`src/rtl/arb3w_pkg.sv`:
```
package arb3w_pkg;
  typedef enum logic [1:0] {
    ARB_IDLE    = 2'd0,
    ARB_PEND    = 2'd1,
    ARB_GRANTED = 2'd2,
    ARB_EXT     = 2'd3
  } arb_state_t;
endpackage

```
`src/rtl/arb3w_sync.sv`:
```
module arb3w_sync #(
  parameter int STAGES = 0,
  parameter int WIDTH  = 2
) (
  input  logic             clk,
  input  logic             rst_n,
  input  logic [WIDTH-1:0] d,
  output logic [WIDTH-1:0] q
);
  generate
    if (STAGES == 0) begin : g_pass
      assign q = d;
    end else begin : g_chain
      logic [WIDTH-1:0] stage_q [STAGES];
      always_ff @(posedge clk or negedge rst_n) begin
        if (!rst_n) begin
          for (int i = 0; i < STAGES; i++) stage_q[i] <= '0;
        end else begin
          stage_q[0] <= d;
          for (int i = 1; i < STAGES; i++) stage_q[i] <= stage_q[i-1];
        end
      end
      assign q = stage_q[STAGES-1];
    end
  endgenerate
endmodule

```
`src/rtl/arb3w_permit.sv`:
```
module arb3w_permit (
  input  logic req,
  input  logic xfer_end,
  input  logic rmw_lock,
  output logic slot_ok
);
  // A handover slot exists only at an operand boundary outside a locked sequence.
  always_comb slot_ok = req & xfer_end & ~rmw_lock;
endmodule

```
`src/rtl/arb3w_fsm.sv`:
```
module arb3w_fsm
  import arb3w_pkg::*;
(
  input  logic       clk,
  input  logic       rst_n,
  input  logic       req,
  input  logic       ack,
  input  logic       slot_ok,
  input  logic       rmw_lock,
  output arb_state_t state,
  output logic       grant,
  output logic       local_go
);
  arb_state_t nxt;

  always_comb begin
    nxt = state;
    unique case (state)
      ARB_IDLE: begin
        if (ack)      nxt = ARB_EXT;
        else if (req) nxt = ARB_PEND;
      end
      ARB_PEND: begin
        if (ack)          nxt = ARB_EXT;
        else if (!req)    nxt = ARB_IDLE;
        else if (slot_ok) nxt = ARB_GRANTED;
      end
      ARB_GRANTED: begin
        if (ack)       nxt = ARB_EXT;
        else if (!req) nxt = ARB_IDLE;
      end
      ARB_EXT: begin
        if (!ack) nxt = req ? ARB_PEND : ARB_IDLE;
      end
      default: nxt = ARB_IDLE;
    endcase
  end

  always_ff @(posedge clk or negedge rst_n) begin
    if (!rst_n) state <= ARB_IDLE;
    else        state <= nxt;
  end

  always_comb begin
    grant    = (state == ARB_GRANTED);
    local_go = (state == ARB_IDLE) || ((state == ARB_PEND) && rmw_lock);
  end
endmodule

```
`src/rtl/bus_arbiter3w.sv`:
```
module bus_arbiter3w
  import arb3w_pkg::*;
#(
  parameter int SYNC_STAGES = 0
) (
  input  logic clk,
  input  logic rst_n,
  input  logic ext_req,
  input  logic ext_ack,
  input  logic xfer_end,
  input  logic rmw_lock,
  output logic bus_grant,
  output logic local_go
);
  localparam int EXT_LINES = 2;

  logic [EXT_LINES-1:0] ext_raw;
  logic [EXT_LINES-1:0] ext_syn;
  logic                 req_s;
  logic                 ack_s;
  logic                 slot_ok;
  arb_state_t           state;

  assign ext_raw = {ext_ack, ext_req};

  arb3w_sync #(.STAGES(SYNC_STAGES), .WIDTH(EXT_LINES)) u_sync (
    .clk   (clk),
    .rst_n (rst_n),
    .d     (ext_raw),
    .q     (ext_syn)
  );

  assign req_s = ext_syn[0];
  assign ack_s = ext_syn[1];

  arb3w_permit u_permit (
    .req      (req_s),
    .xfer_end (xfer_end),
    .rmw_lock (rmw_lock),
    .slot_ok  (slot_ok)
  );

  arb3w_fsm u_fsm (
    .clk      (clk),
    .rst_n    (rst_n),
    .req      (req_s),
    .ack      (ack_s),
    .slot_ok  (slot_ok),
    .rmw_lock (rmw_lock),
    .state    (state),
    .grant    (bus_grant),
    .local_go (local_go)
  );
endmodule

```
`config.mk`:
```
export PLATFORM = sky130hd
export DESIGN_NAME = bus_arbiter3w
export DESIGN_NICKNAME = d
export VERILOG_FILES = /design/src/rtl/arb3w_pkg.sv /design/src/rtl/arb3w_sync.sv /design/src/rtl/arb3w_permit.sv /design/src/rtl/arb3w_fsm.sv /design/src/rtl/bus_arbiter3w.sv
export SDC_FILE = /design/constraint.sdc
export NUM_CORES = 1
export LEC_CHECK = 0
export ABC_AREA = 1
export BUFFER_PORTS_ARGS = -buffer_cell sky130_fd_sc_hd__clkbuf_2
export CAP_MARGIN = 20
export CORE_AREA = 5 5 42 44
export CTS_CLUSTER_DIAMETER = 100
export DETAILED_ROUTE_END_ITERATION = 10
export DIE_AREA = 0 0 47 49
export PLACE_DENSITY_LB_ADDON = 0.1
export SYNTH_ARGS = -nofsm -noshare
export SYNTH_HDL_FRONTEND = slang
export SYNTH_HIERARCHICAL = 1
export SYNTH_SLANG_ARGS = --single-unit
```
`constraint.sdc`:
```
create_clock -name clk -period 1.3 [get_ports clk]
set_clock_uncertainty 0.15 [all_clocks]
set_input_delay 0.065 -clock clk [delete_from_list [all_inputs] [get_ports clk]]
set_output_delay 0.065 -clock clk [all_outputs]
set_load 0.005 [all_outputs]
```
# Word level (Yosys, flattened, before mapping)
# Cells that the tools add are included.
# W data, S select, Z words.
# word_totals
output_inout_bits,2
input_bits,6
reg_bits,2
# classes
eq_ne,7
n_reduce_logical,4
n_bitwise,3
muxes,10
# ops
cell,n
$mux W2,8
$pmux W2 S4,1
$ne A3 B3 Y1 const B,2
$eq A2 B2 Y1 const B,2
$ne A4 B4 Y1 const B,1
$reduce_and A4 Y1,1
$and A1 B1 Y1,2
$eq A2 B1 Y1 const B,1
$logic_not A2 Y1,1
$ne A2 B2 Y1 const B,1
$logic_and A1 B1 Y1,1
$logic_or A1 B1 Y1,1
$mux W1,1
$not A1 Y1,1

# Logic depth before layout (Yosys ltp)
# Gate-level depths: netlist of the first run.
# depth
depth_word,6
mapped_depth,8
mapped_depth_nobuf,7

# Hierarchy
# The synthesis of the first run kept the hierarchy.
# by_module_without_submodules
module,seq_area_each_um2,instances,cells_each,area_per_inst_um2
arb3w_fsm,50.0,1,29,177.7
arb3w_sync,0.0,1,2,15.0
arb3w_permit,0.0,1,2,10.0

# Least setup slack after synthesis of the first run
# OpenSTA, ideal clock, no wires.
# synth_timing
path_type,register to register
startpoint,reg u_fsm.state[0]
endpoint,reg u_fsm.state[0]
path_slack_ns,0.194
setup_time_ns,0.117
t_arrival_ns,0.839
path_stages_with_launch,7
cell_sequence,dfrtp_1 nand2_1 inv_1 nor2_1 nand2_2 nand3_1 nand2_1
# synth_between
elab_chain_cells,3
elab_cells_between_ends,10
classes_between,eq/ne: 7; mux: 1; reduce/logical: 2
# synth_lines
element,line,source
from (decl),arb3w_fsm.sv:10,"output arb_state_t state,"
from (signal assigned),arb3w_fsm.sv:41,else state <= nxt;
"$eq A2 B1 Y1, or another cell as far along",arb3w_fsm.sv:18,unique case (state)
"$ne A4 B4 Y1 (no line), or another cell as far along",-,
$reduce_and A4 Y1 (no line),-,
# Parallel ways exist; a longest one is shown, timed or not.
# A chain may end at the register's enable or synchronous reset.

# Worst setup path in the final report of the first run
# layout_timing
startpoint,reg u_fsm.state[0]
endpoint,out local_go
# layout_between
elab_chain_cells,3
elab_cells_between_ends,4
classes_between,eq/ne: 1; reduce/logical: 3
# layout_lines
element,line,source
$eq A2 B1 Y1,arb3w_fsm.sv:46,local_go = (state == ARB_IDLE) || ((state == ARB_PEND) && rmw_lock);
$logic_and A1 B1 Y1,arb3w_fsm.sv:46,
$logic_or A1 B1 Y1 (*),arb3w_fsm.sv:46,
to (decl),bus_arbiter3w.sv:13,output logic local_go
# Mark *: on every way between the ends. The rest lies on a longest branch, timed or not.

==> summary.txt, run 1 <==
Critical path
  • Worst endpoint required time: 1.09 ns
  • Setup crit end kind: primary output
  • Crit path launch type: flop
  • Reg2Reg Setup Slack: 0.08 ns
  • Crit Path Class: flop to primary output
  • Crit path arrival time: 1.03 ns
  • Worst Path Max Fanout: 7

Clock network
  • Worst-path clk slew: 0.03 ns
  • Cts bufs inserted: 3
  • Skew-Pair Late Insertion Delay: 0.22 ns
  • CTS resizes: 0
  • Htree depth: 1
  • Post-CTS setup buffer count: 0
  • CTS tree: built
  • CTS Hold Buffers Added: 1
  • Clk root buf: clkbuf_4
  • Deepest clock path buffer count: 2
  • Clk sinks: 2

Logic synthesis
  • Post-synthesis compound-gate area fraction: 0.0679
  • Syn avg cell area: 6.14 um^2
  • Largest family of logic cells by synthesized area: simple AND/OR/NAND/NOR gates
  • FF+latch count, synth: 2
  • Synth Instances: 33
  • Top cell type's share of synthesized area: 0.247
  • Library cells used by synthesis: 11
  • Synth area leaders: dfrtp_1 25%, nand2_1 17%, nand3_1 12%
  • Post-Syn Nets: 39
  • Xor/xnor cell area share of the yosys netlist: 0
  • Mux contribution to synthesized area: 0
  • Yosys warnings: 6
  • Post-Synth Simple-Gate Area: 0.537
  • Mapped Area: 203 um^2
  • Cell taking the most area after synthesis: dfrtp_1
  • Sequential area share after synthesis: 0.247
  • Synth Area in Adders: 0

Layout
  • Largest Register: u_fsm/state
  • Max reg flops: 2
  • Syn-to-layout area delta: 35.8%
  • Layout Cells excl Fill: 58
  • ANT cells: 0
  • Nets@finish: 50
  • Most common cell after layout, fill and taps aside: nand2_1
  • Most frequent cells in the layout: 9 x nand2_1, 7 x clkbuf_2, 5 x nand3_1
  • Share of layout cells above drive strength 1: 0.381
  • Biggest regs: u_fsm/state: 2 flops

Floorplan
  • Die Wd: 47 um
  • CORE AREA: 1400 um^2
  • IO Count: 8
  • Rows: 14
  • Die H: 49 um
  • Initial Utilization: 0.145
  • Die area: 2300 um^2

GRT
  • GR Util All Layers: 0.0514
  • Antenna violations before repair: 0
  • Vias in the first global route: 222
  • Remaining Overflow, GRT: 0
  • Largest net degree at the start of global routing: 8
  • First-pass GRT wire length: 800 um

STA
  • Final Hold Viols: 0
  • Minimum clock period: 1.24 ns
  • Final Setup Violations: 0
  • Slew Limit Fails: 0
  • WHS: 0.0164 ns
  • Worst slew margin: 0.866
  • Max Fclk: 0.806 GHz
  • RSZ-0062 raised after global routing: false
  • Period utilisation layout: 0.954
  • Worst slew pin tran: 0.199 ns
  • Setup TNS: 0 ns
  • Final WS setup: 0.0597 ns

Place
  • Placement Setup Slack: 0.0963 ns
  • Post-DP HPWL: 366 um
  • DP Cell Count: 54
  • Input/output buffers: 7
  • Gpl congestion: 0.720

Power and ir drop
  • Maximum vdd drop: 601 uV
  • Pwr Density: 2030 nW/um^2
  • LEAKAGE: 0.156 nW

Flow run
  • Max-cap viol count: 0

Drt
  • Drt initial violations: 3
  • Via/cell ratio: 3.84
  • ANT nets after route: 0
  • Vias: 223
  • # DRC: 0
  • DR WL/cell: 8.45 um
  • Drt first pass iters: 4
  • Final WL: 490 um

Run status
  • Status: complete, no violations

Hold path
  • Hold crit path type: input port to asynchronous set/reset pin
==> power breakdown <==
group          switching, mW  total [mW]  internal (mW)
Clock                 0.0344       0.136          0.102
Sequential            0.0544       0.150         0.0953
Combinational          0.162       0.273          0.111
Total                  0.251       0.559          0.309
==> per-layer routing <==
layer / part of all wire / track usage / up-vias
met5: 0 / 0 / -
met4: 0 / 0.0691 / 0
met3: 0.033 / 0.0111 / 0
met2: 0.46 / 0.0611 / 4
met1: 0.51 / 0.0615 / 97
li1: - / - / 122
==> synthesized netlist by cell type <==
master	instances
nand2_1	9
nand3_1	5
inv_1	4
nor2_1	4
nand2_2	3
buf_4	2
dfrtp_1	2
nand3_2	1
nor2_2	1
o21ai_0	1
o21ai_2	1
==> final timing paths <==
path / start / cells past startpoint / to
setup / recovery: u_fsm/state[0]$_DFFE_PN0P_ / 4 / local_go
hold / removal: rst_n / 2 / u_fsm/state[1]$_DFFE_PN0P_
setup reg to reg: u_fsm/state[0]$_DFFE_PN0P_ / 6 / u_fsm/state[0]$_DFFE_PN0P_
hold reg to reg: u_fsm/state[1]$_DFFE_PN0P_ / 2 / u_fsm/state[1]$_DFFE_PN0P_
max in group asynchronous: rst_n / 2 / u_fsm/state[0]$_DFFE_PN0P_
min in group clk: ext_ack / 5 / u_fsm/state[1]$_DFFE_PN0P_
==> per-stage QoR <==
stage | instance area [um^2] | utilization | power, mW
global placement | 243 | 0.173 | 0.420
finish | 275 | 0.196 | 0.559
CTS | 275 | 0.196 | 0.568
global route | 275 | 0.196 | 0.611
detailed placement | 243 | 0.173 | 0.422
floorplan | 203 | - | 0.340
==> layout make-up <==
cell class / count / area, um^2
timing repair buffer: 8 / 45.0
sequential: 2 / 50.0
multi-input combinational: 25 / 123
inverter: 4 / 15.0
tap: 16 / 20.0
clock buffer: 3 / 22.5
fill: 175 / 1130
==> critical path, cell delays in order, from the launching register on <==
cell,delay [ns]
dfrtp_1,0.43
inv_1,0.13
nor2_1,0.05
nor2_1,0.08
clkbuf_2,0.11
==> kinds of logic after synthesis <==
logic type / Yosys count
flip-flops: 2
AO/OA/AOI/OAI: 2
AND/OR/NAND/NOR: 23
buffers and inverters: 6
No activity file was read; power rests on OpenSTA's default activity.
==> run 2, diff against run 1 <==
--- a/config.mk
+++ b/config.mk
@@ -6,13 +6,14 @@
 export NUM_CORES = 1
 export LEC_CHECK = 0
 export ABC_AREA = 1
-export BUFFER_PORTS_ARGS = -buffer_cell sky130_fd_sc_hd__clkbuf_2
+export BUFFER_PORTS_ARGS = -buffer_cell sky130_fd_sc_hd__buf_4
 export CAP_MARGIN = 20
 export CORE_AREA = 5 5 42 44
 export CTS_CLUSTER_DIAMETER = 100
 export DETAILED_ROUTE_END_ITERATION = 10
 export DIE_AREA = 0 0 47 49
 export PLACE_DENSITY_LB_ADDON = 0.1
+export SKIP_CTS_REPAIR_TIMING = 1
 export SYNTH_ARGS = -nofsm -noshare
 export SYNTH_HDL_FRONTEND = slang
 export SYNTH_HIERARCHICAL = 1
==> run 2 against run 1 <==
Net effect: register-to-register slack gained 0.03 ns; critical path depth is the same; combinational power grew 7%; core utilization grew 1.3 points; sequential share of layout area shrank 0.74 points; cell count is the same; largest power group unchanged; highest routed layer unchanged.
==> summary.txt, run 2 (synthesis results as in run 1) <==
Layout
  • Nets@finish: 50 (unchanged)
  • Largest Register: u_fsm/state
  • Utilization after layout: 0.210 (+0.0134)
  • Biggest regs: u_fsm/state: 2 flops
  • Final cell area excluding filler cells: 294 um^2 (+6.8%)
  • Syn-to-layout area delta: 45.1%
  • Max reg flops: 2 (unchanged)
  • ANT cells: 0 (unchanged)
  • Most frequent cells in the layout: 9 x nand2_1, 7 x buf_4, 5 x nand3_1
  • Share of layout cells above drive strength 1: 0.405 (+0.0238)
  • Most common cell after layout, fill and taps aside: nand2_1

Hold path
  • Hold crit path type: input port to asynchronous set/reset pin

STA
  • Max Fclk: 0.822 GHz (+2.0%)
  • Final Setup Violations: 0 (unchanged)
  • Minimum clock period: 1.22 ns (-0.0238 ns)
  • Worst slew pin tran: 0.184 ns (-0.0145 ns)
  • Period utilisation layout: 0.936 (-0.0183)
  • Setup TNS: 0 ns (unchanged)
  • Worst slew margin: 0.876 (+0.00975)
  • Final Hold Viols: 0 (unchanged)
  • Slew Limit Fails: 0 (unchanged)
  • WHS: 0.0195 ns (+0.00312 ns)
  • RSZ-0062 raised after global routing: false

Drt
  • Drt first pass iters: 3 (-1)
  • ANT nets after route: 0 (unchanged)
  • Final WL: 458 um (-6.5%)
  • DR WL/cell: 7.90 um (-6.5%)
  • Drt initial violations: 6 (+3)
  • Vias: 222 (-0.45%)
  • Via/cell ratio: 3.83 (-0.45%)
  • # DRC: 0 (unchanged)

Power and ir drop
  • LEAKAGE: 0.160 nW (+2.3%)
  • Sw Share: 0.421 (-0.0272)
  • Combinational share of power: 0.509 (+0.020)
  • Maximum vdd drop: 592 uV (-1.4%)
  • Clock share of power: 0.230 (-0.013)
  • Net Switching: 0.242 mW (-3.6%)
  • Pwr Density: 1950 nW/um^2 (-3.9%)
  • Sequential power share: 0.261 (-0.007)
  • Power Internal: 0.332 mW (+7.7%)

Place
  • Post-DP HPWL: 390 um (+6.5%)
  • Input/output buffers: 7 (unchanged)
  • Area after DPL: 260 um^2 (+7.2%)
  • Gpl congestion: 0.727 (+0.90%)

Floorplan
  • Initial Utilization: 0.145 (unchanged)
  • Die H: 49 um (unchanged)
  • Rows: 14 (unchanged)
  • CORE AREA: 1400 um^2 (unchanged)
  • Die area: 2300 um^2 (unchanged)
  • Die Wd: 47 um (unchanged)
  • IO Count: 8 (unchanged)

GRT
  • Remaining Overflow, GRT: 0 (unchanged)
  • Vias in the first global route: 189 (-15%)
  • Antenna violations before repair: 0 (unchanged)
  • First-pass GRT wire length: 765 um (-4.4%)
  • Largest net degree at the start of global routing: 8 (unchanged)
  • GR Util All Layers: 0.0485 (-0.00289)

Clock network
  • Htree depth: 1 (unchanged)
  • CTS tree: built
  • Worst-path clk slew: 0.03 ns (about the same)
  • Clk root buf: clkbuf_4
  • Cts bufs inserted: 3 (unchanged)
  • Clk sinks: 2 (unchanged)
  • Skew-Pair Late Insertion Delay: 0.22 ns (about the same)
  • Deepest clock path buffer count: 2 (unchanged)

Critical path
  • Reg2Reg Setup Slack: 0.11 ns (+0.03 ns)
  • Worst Path Max Fanout: 7 (unchanged)
  • Crit path arrival time: 1.00 ns (-0.03 ns)
  • Setup crit end kind: primary output
  • Worst endpoint required time: 1.09 ns (about the same)
  • Crit Path Class: flop to primary output
  • Crit path launch type: flop

Flow run
  • Max-cap viol count: 0 (unchanged)

Run status
  • Status: complete, no violations
-- run 2: final timing paths --
check	depth (start not counted)	endpoint	start
worst min register to register	2	u_fsm/state[0]$_DFFE_PN0P_	u_fsm/state[0]$_DFFE_PN0P_
min in group clk	5	u_fsm/state[1]$_DFFE_PN0P_	ext_ack
worst min-delay path	2	u_fsm/state[1]$_DFFE_PN0P_	rst_n
worst max register to register	6	u_fsm/state[0]$_DFFE_PN0P_	u_fsm/state[1]$_DFFE_PN0P_
max in group asynchronous	2	u_fsm/state[0]$_DFFE_PN0P_	rst_n
worst max-delay path	4	local_go	u_fsm/state[0]$_DFFE_PN0P_
-- run 2: worst max-delay path, stage by stage (launching register included) --
cell and delay (ns):
dfrtp_2 0.43, inv_1 0.11, nor2_1 0.05, nor2_1 0.08, buf_4 0.11
-- run 2: metal layers --
layer	GRT usage	vias up	share of wire
li1	-	120	-
met1	0.0613	98	0.48
met2	0.0566	4	0.47
met3	0.0258	0	0.048
met4	0.0415	0	0
met5	0	-	0
-- run 2: layout make-up --
class	count	area (um^2)
clock buffers	3	22.5
well taps	16	20.0
repair buffers	8	62.6
flip-flops and latches	2	51.3
multi-input cells	25	123
inverters	4	15.0
fillers	156	1110
-- run 2: power by group through the flow --
stage | registers [mW] | logic, mW | clock network, mW
after floorplan | 0.134 | 0.207 | 0
after global placement | 0.151 | 0.292 | 0
after detailed placement | 0.148 | 0.295 | 0
after CTS | 0.148 | 0.296 | 0.141
after global routing | 0.156 | 0.333 | 0.151
final | 0.150 | 0.292 | 0.132
-- run 2: stage by stage --
step | std cells | worst slack, ns | power (mW)
5_1_grt | 58 | 0.00771 | 0.640
4_1_cts | 57 | 0.0377 | 0.585
3_5_place_dp | 54 | 0.0892 | 0.444
2_1_floorplan | 33 | 0.194 | 0.340
3_3_place_gp | 54 | 0.0832 | 0.442
6_report | 58 | 0.0835 | 0.574
==> run 3, diff against run 2 <==
--- a/config.mk
+++ b/config.mk
@@ -8,11 +8,11 @@
 export ABC_AREA = 1
 export BUFFER_PORTS_ARGS = -buffer_cell sky130_fd_sc_hd__buf_4
 export CAP_MARGIN = 20
-export CORE_AREA = 5 5 42 44
+export CORE_AREA = 3 3 40 42
 export CTS_CLUSTER_DIAMETER = 100
 export DETAILED_ROUTE_END_ITERATION = 10
-export DIE_AREA = 0 0 47 49
-export PLACE_DENSITY_LB_ADDON = 0.1
+export DIE_AREA = 0 0 43 45
+export PLACE_DENSITY = 0.42
 export SKIP_CTS_REPAIR_TIMING = 1
 export SYNTH_ARGS = -nofsm -noshare
 export SYNTH_HDL_FRONTEND = slang
==> constraint.sdc (replaced) <==
create_clock -name clk -period 1.55 [get_ports clk]
set_clock_uncertainty 0.15 [all_clocks]
set_input_delay 0.0775 -clock clk [delete_from_list [all_inputs] [get_ports clk]]
set_output_delay 0.0775 -clock clk [all_outputs]
set_load 0.005 [all_outputs]
==> run 3 against run 2 <==
Net effect: count of clock-buffer cells in the layout stayed put; register-to-register slack better by 0.23 ns; total power shrank 17%; hold slack improved by 0.011 ns; clock power down 16%; routed wire length down 9.2%; cell count decreased by 1.7%; sequential power shrank 16%; critical path type unchanged; sequential share of layout area is 0.28 points lower; critical endpoint unchanged; largest cell class unchanged; sequential cell count did not move; core utilization up 1.7 points.
==> summary.txt, run 3 (synthesis results as in run 1) <==
Floorplan
  • Initial Utilization: 0.158 (+0.0131)
  • Die H: 45 um (-8.2%)
  • Die area: 1940 um^2 (-16%)
  • CORE AREA: 1280 um^2 (-8.3%)
  • IO Count: 8 (unchanged)
  • Rows: 13 (-1)
  • Die Wd: 43 um (-8.5%)

Power and ir drop
  • LEAKAGE: 0.161 nW (+0.62%)
  • Power, Total: 0.476 mW (-17%)
  • Maximum vdd drop: 356 uV (-40%)
  • Pwr Density: 1630 nW/um^2 (-16%)

Layout
  • Syn-to-layout area delta: 43.8%
  • Max reg flops: 2 (unchanged)
  • Most common cell after layout, fill and taps aside: nand2_1
  • Largest Register: u_fsm/state
  • Most frequent cells in the layout: 9 x nand2_1, 7 x buf_4, 5 x nand3_1
  • Nets@finish: 50 (unchanged)
  • Layout Cells excl Fill: 57 (-1.7%)
  • Biggest regs: u_fsm/state: 2 flops
  • ANT cells: 0 (unchanged)
  • Utilization after layout: 0.227 (+0.0171)
  • Share of layout cells above drive strength 1: 0.381 (-0.0238)

GRT
  • Vias in the first global route: 192 (+1.6%)
  • Remaining Overflow, GRT: 0 (unchanged)
  • GR Util All Layers: 0.0499 (+0.00135)
  • Largest net degree at the start of global routing: 8 (unchanged)
  • First-pass GRT wire length: 724 um (-5.4%)
  • Antenna violations before repair: 0 (unchanged)

Critical path
  • Setup crit end kind: primary output
  • Reg2Reg Setup Slack: 0.34 ns (+0.23 ns)
  • Crit path launch type: flop
  • R2R Path Start: u_fsm/state[0]$_DFFE_PN0P_
  • Worst Path Max Fanout: 7 (unchanged)
  • R2R cell count: 6 (unchanged)
  • Crit path from: u_fsm/state[0]$_DFFE_PN0P_
  • Crit path arrival time: 1.05 ns (+0.05 ns)
  • Crit Path Class: flop to primary output
  • Worst endpoint required time: 1.32 ns (+0.23 ns)
  • Reg-to-Reg End: u_fsm/state[0]$_DFFE_PN0P_

Drt
  • Final WL: 416 um (-9.2%)
  • Drt initial violations: 1 (-5)
  • ANT nets after route: 0 (unchanged)
  • Drt first pass iters: 3 (unchanged)
  • Via/cell ratio: 3.74 (-2.4%)
  • # DRC: 0 (unchanged)
  • Vias: 213 (-4.1%)
  • DR WL/cell: 7.30 um (-7.6%)

Flow run
  • Max-cap viol count: 0 (unchanged)

STA
  • Worst slew pin tran: 0.220 ns (+0.0358 ns)
  • Period utilisation layout: 0.827
  • Worst slew margin: 0.853 (-0.0226)
  • Max Fclk: 0.780 GHz
  • RSZ-0062 raised after global routing: false
  • Minimum clock period: 1.28 ns
  • Final WS setup: 0.268 ns (+0.185 ns)
  • Final Hold Viols: 0 (unchanged)
  • Setup TNS: 0 ns (unchanged)
  • Final Setup Violations: 0 (unchanged)
  • Slew Limit Fails: 0 (unchanged)

Place
  • Gpl congestion: 0.719 (-1.0%)
  • Post-DP HPWL: 336 um (-14%)
  • Input/output buffers: 7 (unchanged)
  • DP Cell Count: 53 (-1.9%)
  • Placement Setup Slack: 0.338 ns (+0.249 ns)

Clock network
  • Skew-Pair Late Insertion Delay: 0.22 ns (about the same)
  • Clk sinks: 2 (unchanged)
  • Clk root buf: clkbuf_4
  • Htree depth: 1 (unchanged)
  • Cts bufs inserted: 3 (unchanged)
  • CTS tree: built
  • Deepest clock path buffer count: 2 (unchanged)
  • Worst-path clk slew: 0.03 ns (about the same)

Hold path
  • Hold crit path type: input port to asynchronous set/reset pin

Run status
  • Status: complete, no violations
## run 3: cell counts in the layout (fill, tap and decap cells not counted)
No cell type changed its count.
## run 3: worst max-delay path by stage
stage / cells past startpoint / end / slack (ns)
detailed placement: 6 / u_fsm/state[0]$_DFFE_PN0P_ / 0.34
CTS: 4 / local_go / 0.25
global route: 4 / local_go / 0.19
floorplan: 6 / u_fsm/state[0]$_DFFE_PN0P_ / 0.44
global placement: 6 / u_fsm/state[0]$_DFFE_PN0P_ / 0.34
finish: 4 / local_go / 0.27
## run 3: per-stage QoR
step / hold WS, ns / instance area, um^2
global placement: -0.289 / 259
floorplan: -0.368 / 203
finish: 0.0303 / 292
detailed placement: -0.289 / 259
CTS: -0.526 / 282
global route: 0.0375 / 292
## run 3: worst max-delay path: stages (launching register included)
cell	delay, ns
dfrtp_1	0.44
inv_1	0.12
nor2_1	0.10
nor2_1	0.05
buf_4	0.13
## run 3: layout make-up
type	count	area [um^2]
Fill cell	150	993
Multi-Input combinational cell	25	123
Timing Repair Buffer	8	62.6
Sequential cell	2	50.0
Clock buffer	3	22.5
Tap cell	15	18.8
Inverter	4	15.0
## run 3: layer usage
metal	part of all wire	vias up	routed length (um)	global-route usage
li1	-	120	-	-
met1	0.49	90	204	0.0576
met2	0.49	3	202	0.0808
met3	0.022	0	9	0.0239
met4	0	0	0	0.0181
met5	0	-	0	0
## run 3: power breakdown
group	internal, mW	total, mW	switching, mW	leakage (nW)
registers	0.0800	0.126	0.0463	0.0238
clock network	0.0851	0.111	0.0261	0.0138
logic	0.110	0.238	0.128	0.124
